<file path="src/rtl/flag_alu_pkg.sv">
package flag_alu_pkg;

  typedef enum logic [3:0] {
    OP_ADD = 4'd0,
    OP_SUB = 4'd1,
    OP_MUL = 4'd2,
    OP_DIV = 4'd3,
    OP_REM = 4'd4,
    OP_AND = 4'd5,
    OP_OR  = 4'd6,
    OP_CMP = 4'd7,
    OP_CEQ = 4'd8,
    OP_CNE = 4'd9,
    OP_CLT = 4'd10,
    OP_CLE = 4'd11,
    OP_CGE = 4'd12,
    OP_CGT = 4'd13
  } alu_op_e;

  function automatic logic op_is_divide(input logic [3:0] op);
    return (op == OP_DIV) || (op == OP_REM);
  endfunction

  function automatic logic op_is_cond(input logic [3:0] op);
    return (op >= OP_CEQ) && (op <= OP_CGT);
  endfunction

endpackage

</file>
<file path="src/rtl/flag_alu_flags.sv">
module flag_alu_flags #(
  parameter int DATA_W = 32
) (
  input  logic              clk,
  input  logic              rst_n,
  input  logic              cmp_fire,
  input  logic [DATA_W-1:0] lhs,
  input  logic [DATA_W-1:0] rhs,
  output logic              flag_eq,
  output logic              flag_lt
);

  always_ff @(posedge clk) begin
    if (!rst_n) begin
      flag_eq <= 1'b0;
      flag_lt <= 1'b0;
    end else if (cmp_fire) begin
      flag_eq <= (lhs == rhs);
      flag_lt <= (lhs < rhs);
    end
  end

  assert_flags_hold_R6: assert property (@(posedge clk) disable iff (!rst_n)
    !cmp_fire |=> $stable({flag_eq, flag_lt}));

endmodule

</file>
<file path="src/rtl/flag_alu_datapath.sv">
module flag_alu_datapath
  import flag_alu_pkg::*;
#(
  parameter int DATA_W = 32
) (
  input  logic [3:0]        op,
  input  logic [DATA_W-1:0] b,
  input  logic [DATA_W-1:0] c,
  input  logic              flag_eq,
  input  logic              flag_lt,
  output logic [DATA_W-1:0] value,
  output logic              writes
);

  localparam int PROD_W = 2 * DATA_W;

  function automatic logic [DATA_W-1:0] low_product(input logic [DATA_W-1:0] x,
                                                    input logic [DATA_W-1:0] y);
    logic [PROD_W-1:0] full;
    full = PROD_W'(x) * PROD_W'(y);
    return full[DATA_W-1:0];
  endfunction

  function automatic logic cond_bit(input logic [3:0] code, input logic eq, input logic lt);
    case (code)
      OP_CEQ:  return eq;
      OP_CNE:  return !eq;
      OP_CLT:  return lt;
      OP_CLE:  return eq | lt;
      OP_CGE:  return !lt;
      OP_CGT:  return !eq & !lt;
      default: return 1'b0;
    endcase
  endfunction

  always_comb begin
    value  = '0;
    writes = 1'b1;
    case (op)
      OP_ADD:  value = b + c;
      OP_SUB:  value = b - c;
      OP_MUL:  value = low_product(b, c);
      OP_AND:  value = b & c;
      OP_OR:   value = b | c;
      OP_CEQ, OP_CNE, OP_CLT, OP_CLE, OP_CGE, OP_CGT:
               value = DATA_W'(cond_bit(op, flag_eq, flag_lt));
      default: writes = 1'b0;
    endcase
  end

endmodule

</file>
<file path="src/rtl/flag_alu_divider.sv">
module flag_alu_divider #(
  parameter int DATA_W = 32
) (
  input  logic              clk,
  input  logic              rst_n,
  input  logic              start,
  input  logic              want_rem,
  input  logic [DATA_W-1:0] dividend,
  input  logic [DATA_W-1:0] divisor,
  output logic              busy,
  output logic              last,
  output logic [DATA_W-1:0] result
);

  localparam int CNT_W = $clog2(DATA_W + 1);

  logic [DATA_W-1:0] rem_q, quo_q, dvs_q;
  logic [CNT_W-1:0]  cnt_q;
  logic              mod_q;

  logic [DATA_W:0]   shifted, diff;
  logic              fits;
  logic [DATA_W-1:0] rem_n, quo_n;

  always_comb begin
    shifted = {rem_q, quo_q[DATA_W-1]};
    diff    = shifted - {1'b0, dvs_q};
    fits    = !diff[DATA_W];
    rem_n   = fits ? diff[DATA_W-1:0] : shifted[DATA_W-1:0];
    quo_n   = {quo_q[DATA_W-2:0], fits};
  end

  assign last   = busy && (cnt_q == CNT_W'(1));
  assign result = mod_q ? rem_n : quo_n;

  always_ff @(posedge clk) begin
    if (!rst_n) begin
      busy  <= 1'b0;
      rem_q <= '0;
      quo_q <= '0;
      dvs_q <= '0;
      cnt_q <= '0;
      mod_q <= 1'b0;
    end else if (start) begin
      busy  <= 1'b1;
      rem_q <= '0;
      quo_q <= dividend;
      dvs_q <= divisor;
      cnt_q <= CNT_W'(DATA_W);
      mod_q <= want_rem;
    end else if (busy) begin
      rem_q <= rem_n;
      quo_q <= quo_n;
      cnt_q <= cnt_q - CNT_W'(1);
      if (last) busy <= 1'b0;
    end
  end

  assert_no_restart_R8: assert property (@(posedge clk) disable iff (!rst_n)
    busy |-> !start);

  assert_last_frees_R2: assert property (@(posedge clk) disable iff (!rst_n)
    last |=> !busy);

  assert_start_busies_R2: assert property (@(posedge clk) disable iff (!rst_n)
    start |=> busy);

endmodule

</file>
<file path="src/rtl/flag_alu.sv">
module flag_alu
  import flag_alu_pkg::*;
#(
  parameter int DATA_W = 32
) (
  input  logic              clk,
  input  logic              rst_n,
  input  logic              in_valid,
  input  logic [3:0]        in_op,
  input  logic [4:0]        in_dst,
  input  logic [DATA_W-1:0] opnd_a,
  input  logic [DATA_W-1:0] opnd_b,
  input  logic [DATA_W-1:0] opnd_c,
  output logic              busy,
  output logic              res_valid,
  output logic [DATA_W-1:0] res_data,
  output logic              wr_en,
  output logic              trap_div0
);

  logic              accept, is_divop, div_zero, div_start, cmp_fire;
  logic              flag_eq, flag_lt;
  logic [DATA_W-1:0] dp_value;
  logic              dp_writes;
  logic              div_last;
  logic [DATA_W-1:0] div_result;
  logic [4:0]        dst_q;

  assign accept    = in_valid && !busy;
  assign is_divop  = op_is_divide(in_op);
  assign div_zero  = accept && is_divop && (opnd_c == '0);
  assign div_start = accept && is_divop && (opnd_c != '0);
  assign cmp_fire  = accept && (in_op == OP_CMP);

  flag_alu_flags #(.DATA_W(DATA_W)) u_flags (
    .clk      (clk),
    .rst_n    (rst_n),
    .cmp_fire (cmp_fire),
    .lhs      (opnd_a),
    .rhs      (opnd_b),
    .flag_eq  (flag_eq),
    .flag_lt  (flag_lt)
  );

  flag_alu_datapath #(.DATA_W(DATA_W)) u_dp (
    .op      (in_op),
    .b       (opnd_b),
    .c       (opnd_c),
    .flag_eq (flag_eq),
    .flag_lt (flag_lt),
    .value   (dp_value),
    .writes  (dp_writes)
  );

  flag_alu_divider #(.DATA_W(DATA_W)) u_div (
    .clk      (clk),
    .rst_n    (rst_n),
    .start    (div_start),
    .want_rem (in_op == OP_REM),
    .dividend (opnd_b),
    .divisor  (opnd_c),
    .busy     (busy),
    .last     (div_last),
    .result   (div_result)
  );

  always_ff @(posedge clk) begin
    if (!rst_n) begin
      res_valid <= 1'b0;
      res_data  <= '0;
      wr_en     <= 1'b0;
      trap_div0 <= 1'b0;
      dst_q     <= '0;
    end else begin
      res_valid <= 1'b0;
      wr_en     <= 1'b0;
      trap_div0 <= 1'b0;
      if (div_start) dst_q <= in_dst;
      if (div_last) begin
        res_valid <= 1'b1;
        res_data  <= div_result;
        wr_en     <= (dst_q != 5'd0);
      end else if (div_zero) begin
        res_valid <= 1'b1;
        res_data  <= '0;
        trap_div0 <= 1'b1;
      end else if (accept && !is_divop) begin
        res_valid <= 1'b1;
        res_data  <= dp_writes ? dp_value : '0;
        wr_en     <= dp_writes && (in_dst != 5'd0);
      end
    end
  end

  assert_single_cycle_R1: assert property (@(posedge clk) disable iff (!rst_n)
    (accept && !is_divop) |=> res_valid);

  assert_div0_trap_R3: assert property (@(posedge clk) disable iff (!rst_n)
    div_zero |=> (res_valid && trap_div0 && !wr_en && !busy));

  assert_trap_no_write_R3: assert property (@(posedge clk) disable iff (!rst_n)
    trap_div0 |-> !wr_en);

  assert_cmp_no_write_R4: assert property (@(posedge clk) disable iff (!rst_n)
    cmp_fire |=> (res_valid && !wr_en));

  assert_cond_binary_R5: assert property (@(posedge clk) disable iff (!rst_n)
    (accept && op_is_cond(in_op)) |=> (res_data[DATA_W-1:1] == '0));

  assert_r0_discard_R7: assert property (@(posedge clk) disable iff (!rst_n)
    (accept && !is_divop && in_dst == 5'd0) |=> !wr_en);

  assert_write_needs_valid_R10: assert property (@(posedge clk) disable iff (!rst_n)
    (wr_en || trap_div0) |-> res_valid);

endmodule

</file>
<file path="config.mk">
export PLATFORM = sky130hd
export DESIGN_NAME = flag_alu
export DESIGN_NICKNAME = d
export VERILOG_FILES = /design/src/rtl/flag_alu_pkg.sv /design/src/rtl/flag_alu_flags.sv /design/src/rtl/flag_alu_datapath.sv /design/src/rtl/flag_alu_divider.sv /design/src/rtl/flag_alu.sv
export SDC_FILE = /design/constraint.sdc
export NUM_CORES = 2
export LEC_CHECK = 0
export CAP_MARGIN = 20
export CELL_PAD_IN_SITES_DETAIL_PLACEMENT = 1
export CELL_PAD_IN_SITES_GLOBAL_PLACEMENT = 1
export CORE_MARGIN = 5
export CORE_UTILIZATION = 35
export CTS_BUF_LIST = sky130_fd_sc_hd__clkbuf_2 sky130_fd_sc_hd__clkbuf_4 sky130_fd_sc_hd__clkbuf_8
export DETAILED_ROUTE_END_ITERATION = 7
export PLACE_DENSITY_LB_ADDON = 0.05
export SYNTH_ARGS = -nofsm -noshare
export SYNTH_HDL_FRONTEND = slang
export SYNTH_SLANG_ARGS = --single-unit
</file>
<file path="constraint.sdc">
create_clock -name clk -period 20.7 [get_ports clk]
set_clock_uncertainty 0.2 [all_clocks]
set_input_delay 3.105 -clock clk [delete_from_list [all_inputs] [get_ports clk]]
set_output_delay 3.105 -clock clk [all_outputs]
set_load 0.05 [all_outputs]
</file>
# After elaboration in Yosys (flattened, before gate mapping)

Cells that the tools add are included.

Add/subtract/negate cells: 4
Multipliers: 1
Magnitude comparators: 1
Equal/unequal tests: 15
Mux-type cells: 23
Bitwise operators: 5
Reductions and logical operators: 25

Operators with widths:

| operator            | count |
|---|---|
| $mux 32             | 8 |
| $pmux 32 s6         | 1 |
| $sub 33x32->33      | 1 |
| $add 32x32->32      | 1 |
| $and 32x32->32      | 1 |
| $eq 32x32->1        | 1 |
| $logic_not 32->1    | 1 |
| $lt 32x32->1        | 1 |
| $mul 32x32->32      | 1 |
| $or 32x32->32       | 1 |
| $reduce_bool 32->1  | 1 |
| $sub 32x32->32      | 1 |
| $eq 4x4->1 const B  | 6 |
| $eq 4x3->1 const B  | 4 |
| $mux 6              | 2 |
| $mux 1              | 11 |
| $reduce_or 11->1    | 1 |
| $reduce_bool 5->1   | 2 |
| $eq 4x2->1 const B  | 2 |
| $logic_and 1x1->1   | 8 |
| $eq 6x1->1 const B  | 1 |
| $pmux 1 s6          | 1 |
| $reduce_or 6->1     | 1 |
| $sub 6x1->6 const B | 1 |
| other kinds (10)    | 15 |

Register bits: 146
Output and inout bits: 36

# Longest topological paths before layout

Depth after elaboration: 8
Mapped depth: 29
Gate-level depth less buffers: 26

# Cells and area by module

Synthesis repeated with hierarchy kept, for this count alone.

Cell total of the unflattened synthesis: 3418
Area, all modules: 28591.2 µm²

Modules (own cells, without submodules):

| module            | times used | cells an instance | area an instance (µm²) |
|---|---|---|---|
| flag_alu_datapath | 1          | 2244              | 19097.1 |
| flag_alu_divider  | 1          | 822               | 6535.0 |
| flag_alu          | 1          | 232               | 2037.0 |
| flag_alu_flags    | 1          | 120               | 922.1 |

# Worst setup path before layout

OpenSTA, ideal clock, no wires.

Path kind: input-to-reg
Start: input port opnd_c[4]
End: register res_data[29]
Arrival time: 10.034 ns
Setup slack: 10.339 ns
Stages on the path: 27
Buffers on the path: 2
Cell sequence: inv_1 clkbuf_1 buf_1 nor2_1 fa_1 inv_1 fa_1 fa_1 fa_1 inv_1 fa_1 inv_1 fa_1 inv_1 fa_1 fa_1 ha_1 a21oi_1 a21o_1 a32oi_1 or3_1 o21ai_0 o21ai_1 xor2_1 a221oi_1 nor2_1 or3_1

Longest elaborated chain between the ends: 6

Ends and longest elaborated chain:

| what                                   | RTL line                | text |
|---|---|---|
| start: declaration                     | flag_alu.sv:13          | `input logic [DATA_W-1:0] opnd_c,` |
| $mul 32x32->32 (tied with other cells) | flag_alu_datapath.sv:20 | `full = PROD_W'(x) * PROD_W'(y);` |
| $pmux 32 s6                            | flag_alu_datapath.sv:39 | `case (op)` |
| $mux 32                                | flag_alu.sv:89          | `res_data <= dp_writes ? dp_value : '0;` |
| $mux 32                                | flag_alu.sv:87          | `end else if (accept && !is_divop) begin` |
| $mux 32                                | flag_alu.sv:83          | `end else if (div_zero) begin` |
| $mux 32                                | flag_alu.sv:79          | `if (div_last) begin` |
| end signal: assignment                 | flag_alu.sv:81          | `res_data <= div_result;` |
| end signal: assignment                 | flag_alu.sv:89          |  |
| end: declaration                       | flag_alu.sv:16          | `output logic [DATA_W-1:0] res_data,` |

Several ways; a longest one is shown, not always the timed one. The select of a mux whose other input is x is not followed.
A chain may end at the register's enable or synchronous reset.

# Worst setup path after layout

Start: input port opnd_b[18]
End: register res_data[29]

Longest elaborated chain between the ends: 6

Ends and longest elaborated chain:

| what                                   | RTL line                | text |
|---|---|---|
| start: declaration                     | flag_alu.sv:12          | `input logic [DATA_W-1:0] opnd_b,` |
| $mul 32x32->32 (tied with other cells) | flag_alu_datapath.sv:20 |  |
| $pmux 32 s6 *                          | flag_alu_datapath.sv:39 |  |
| $mux 32 *                              | flag_alu.sv:89          |  |
| $mux 32 *                              | flag_alu.sv:87          |  |
| $mux 32 *                              | flag_alu.sv:83          |  |
| $mux 32 *                              | flag_alu.sv:79          |  |

Every way passes the cells marked *; elsewhere a longest branch is shown, timed or not. The select of a mux whose other input is x is not followed.

==> results by stage <==
Timing:
- Setup slack closes at 9.474 ns.
- The final-report max-slew violation count came to 0.
- The worst pin sits at a relative slew slack of roughly a fifth.
- The final sum of negative setup slack is 0 ns.
- The maximum clock frequency is 89.08 MHz.
- Setup repair after global routing left no endpoint under its margin.
- The final-report setup violation count is 0.
- In the finished design, the share of the clock period the worst path needs comes to roughly 54%.
- The clock period could shrink to about 11 ns.
- The transition time at the pin with the least slew margin is about 1.2 ns.
- The final count of hold timing violations came to 0.

Worst hold path:
- The startpoint identified for the worst hold timing path is u_div.dvs_q[3].
- The tightest min-delay check is of the reg -> reg type.

Clocking:
- Counting the buffers created by CTS gives 17.
- In this run the deepest clock path goes through 2 buffers.
- CTS saw between 100 and 150 sinks.
- The TritonCTS clock tree is done.
- The number of setup buffers added after CTS is 0.
- After clock tree synthesis, the flow added hold-fix buffers numbering 0.
- The number of H-tree levels is 4.
- In this run the clock root is driven by a sky130_fd_sc_hd__clkbuf_8.
- The latest clock arrival within the worst-skew pair is approximately 0.5 ns.
- The number of gates resized after CTS is 0.
- Clock-pin slew was measured on the worst setup and hold paths at 0.10 ns.

Synthesis:
- The flip-flop and latch count after synthesis is 146.
- The post-synthesis cell type count is 86.
- The net count after synthesis is a little over 4,000.
- In the synthesized netlist the dominant register cell turns out to be sky130_fd_sc_hd__dfxtp_1.
- The combined area of all synthesized cells is 28,070 sq um.
- The synthesized design devotes to its leading area cell type between 20% and 30% of total area.
- Counting flops with a built-in enable in the synthesized netlist gives 0.
- Each instance of the synthesized netlist takes up on average 8.313 sq um.
- The leading area contributor after synthesis is sky130_fd_sc_hd__fa_1.
- The gate count of the mapped netlist is 3,377.
- For this run, the number of Yosys warnings is 0.
- The share of synthesized flip-flops with an asynchronous set or reset is 0%.
- The sequential share of the synthesized area is between 10% and 20%.
- By area the synthesized netlist is led by sky130_fd_sc_hd__fa_1 29%, sky130_fd_sc_hd__dfxtp_1 10%, sky130_fd_sc_hd__ha_1 9.9%.

Floorplan:
- The placeable core region is 79,260 sq um.
- The initialized floorplan defines 103 standard-cell rows.
- In this run the count of I/O pins placed on the die edge is 144.
- The initial utilization of the core area, before any placement, comes to 35.42%.
- In this run the horizontal extent of the chip is 293.2 um.
- In this run the vertical extent of the chip is 293.2 um.
- The die outline area is roughly 86,000 sq um.

Outcome:
- The run finished with clean final reports.

Detailed routing:
- Dividing the detail-routed wire length by the instance count gives ~27 um.
- The first-pass detailed-route iteration total is 6.
- After detailed routing, the number of remaining DRC violations is 0.
- Using the TritonRoute via totals, the vias-per-cell ratio works out to between 5 and 6.
- In this run the remaining antenna-violating nets after routing total 0.
- The detailed router placed 24,630 vias in this run.
- The count of routing violations after the opening detailed-route iteration is 1,541.
- Summed over all layers, the routed wires come to 119,200 um.

Setup path:
- The startpoint of the worst setup timing path is opnd_b[18].
- In this run the worst path has a maximum fanout of 18.
- The launching point of the worst reg2reg path is u_div.quo_q[31].
- STA puts the critical path data required time at about 21 ns.
- The critical path start-end classification is in -> reg.
- The kind of end point of the critical path is a flip-flop.
- For the worst setup path, the data arrival time is 11.43 ns.
- The nature of the critical path startpoint is a primary input.

Global route:
- The first global-routing pass estimated 178,000 um of wire.
- The number of antenna violations at the first check in global routing is 8.
- The total overflow left after global routing is 0.
- Global routing used 27.56% of the available tracks across all layers.
- The number of global-route vias before repair is 26,930.
- The largest net degree at the start of global routing is 76.

Finish:
- The fraction of layout instances using a drive strength above 1 is 4.371%.
- The post-synthesis to final-layout area growth is 10.29%.
- In the layout the commonest cells are 463 x sky130_fd_sc_hd__inv_1, 411 x sky130_fd_sc_hd__nand2_1, 410 x sky130_fd_sc_hd__fa_1, 283 x sky130_fd_sc_hd__and2_1, 223 x sky130_fd_sc_hd__ha_1.
- In the final design database the tool counted 4,137 nets.
- The most common cell after layout, fill and taps aside is sky130_fd_sc_hd__inv_1.

Placed design:
- The final weighted congestion in routability-driven placement is 0.8659.
- The wire-length estimate of the detail-placed layout is ~90,000 um.
- Timing analysis after detailed placement gives a worst setup slack of about 9 ns.
- Buffers placed on the I/O ports in this run total 143.

Flow run:
- The max-capacitance violation count is 0.
==> stage by stage <==
step / hold WS (ns) / cells / area, sq um / utilization (%)
2_1_floorplan: 0.2379 / 3377 / 28070 / -
4_1_cts: 0.2771 / 4459 / 30940 / 39.04
3_5_place_dp: 0.2634 / 4427 / 30550 / 38.54
3_3_place_gp: 0.2492 / 4426 / 30520 / 38.51
6_report: 0.2723 / 4468 / 30960 / 39.07
5_1_grt: 0.2944 / 4460 / 30940 / 39.04
==> worst paths after layout <==
kind,end,slack [ns],cells past startpoint
worst max-delay path,res_data[29],9.47,23
worst min-delay path,u_div.dvs_q[3],0.27,2
worst max register to register,res_data[13],15.63,14
worst min register to register,u_div.dvs_q[3],0.27,2
==> per-layer routing <==
layer  share of wire (%)  GRT usage (%)  wire length [um]
met1                  44          37.09             52970
met2                  49          48.45             58740
met3                 4.1          2.222              4850
met4                 2.2          6.549              2674
met5                   0              0                 0
==> synthesized netlist by cell type, drive strengths merged, types with 12 or more instances <==
master and instances:
inv 463, nand2 411, fa 410, and2 285, ha 223, nor2 189
clkbuf 183, a21oi 146, dfxtp 146, o21ai 112, xnor2 112, a21o 62
mux2i 56, xor2 55, a211oi 46, a21boi 43, nor3 33, buf 32
nand3 32, o211a 26, nor2b 24, a31oi 22, nand2b 21, o21a 19
a221oi 17, a222oi 17, a22oi 17, o221ai 16, o31ai 16, and3 14
nand4 12
==> cell type report <==
type / instances / area [sq um]
clock buffers: 18 / 247.7
inverters: 463 / 1738
flip-flops and latches: 146 / 2928
well taps: 1050 / 1314
repair buffers: 215 / 1959
clock inverters: 14 / 143.9
diodes: 9 / 22.52
fillers: 9444 / 48300
multi-input cells: 2553 / 22610
==> cells by family (layout without fill, tap and decap cells) <==
kind of cell	after synthesis	count (layout)	synth area share, %
mux	63	63	2.322
simple gates	1068	1068	18.41
xor+xnor	167	167	5.210
compound gates	622	622	15.21
other cells	0	9	0
flops	146	146	10.41
fa+ha+maj	633	633	39.17
buf+inv	678	710	9.261
==> sequential cells by signal, indices dropped and copies added, names as in the netlist, 5 cells and up <==
signal / flops
dst_q: 5
u_div.cnt_q: 6
u_div.dvs_q: 32
u_div.quo_q: 32
u_div.rem_q: 32
res_data: 32
==> critical path: stages <==
cell	delay, ns
sky130_fd_sc_hd__clkdlybuf4s50_1	1.00
sky130_fd_sc_hd__and2_1	0.47
sky130_fd_sc_hd__fa_1	0.55
sky130_fd_sc_hd__inv_1	0.06
sky130_fd_sc_hd__fa_1	0.49
sky130_fd_sc_hd__fa_1	0.44
sky130_fd_sc_hd__fa_1	0.55
sky130_fd_sc_hd__inv_1	0.05
sky130_fd_sc_hd__fa_1	0.47
sky130_fd_sc_hd__fa_1	0.56
sky130_fd_sc_hd__fa_1	0.43
sky130_fd_sc_hd__fa_1	0.44
sky130_fd_sc_hd__ha_1	0.42
sky130_fd_sc_hd__nand3_1	0.15
sky130_fd_sc_hd__nor3_1	0.40
sky130_fd_sc_hd__nand2_1	0.13
sky130_fd_sc_hd__a311oi_1	0.32
sky130_fd_sc_hd__o21ai_0	0.25
sky130_fd_sc_hd__o21ai_1	0.26
sky130_fd_sc_hd__xor2_1	0.11
sky130_fd_sc_hd__a221oi_1	0.31
sky130_fd_sc_hd__nor2_1	0.08
sky130_fd_sc_hd__or3_1	0.34
Power is not shown: default switching activity piles up to over one toggle a cycle in this logic, so the estimate is an artifact.
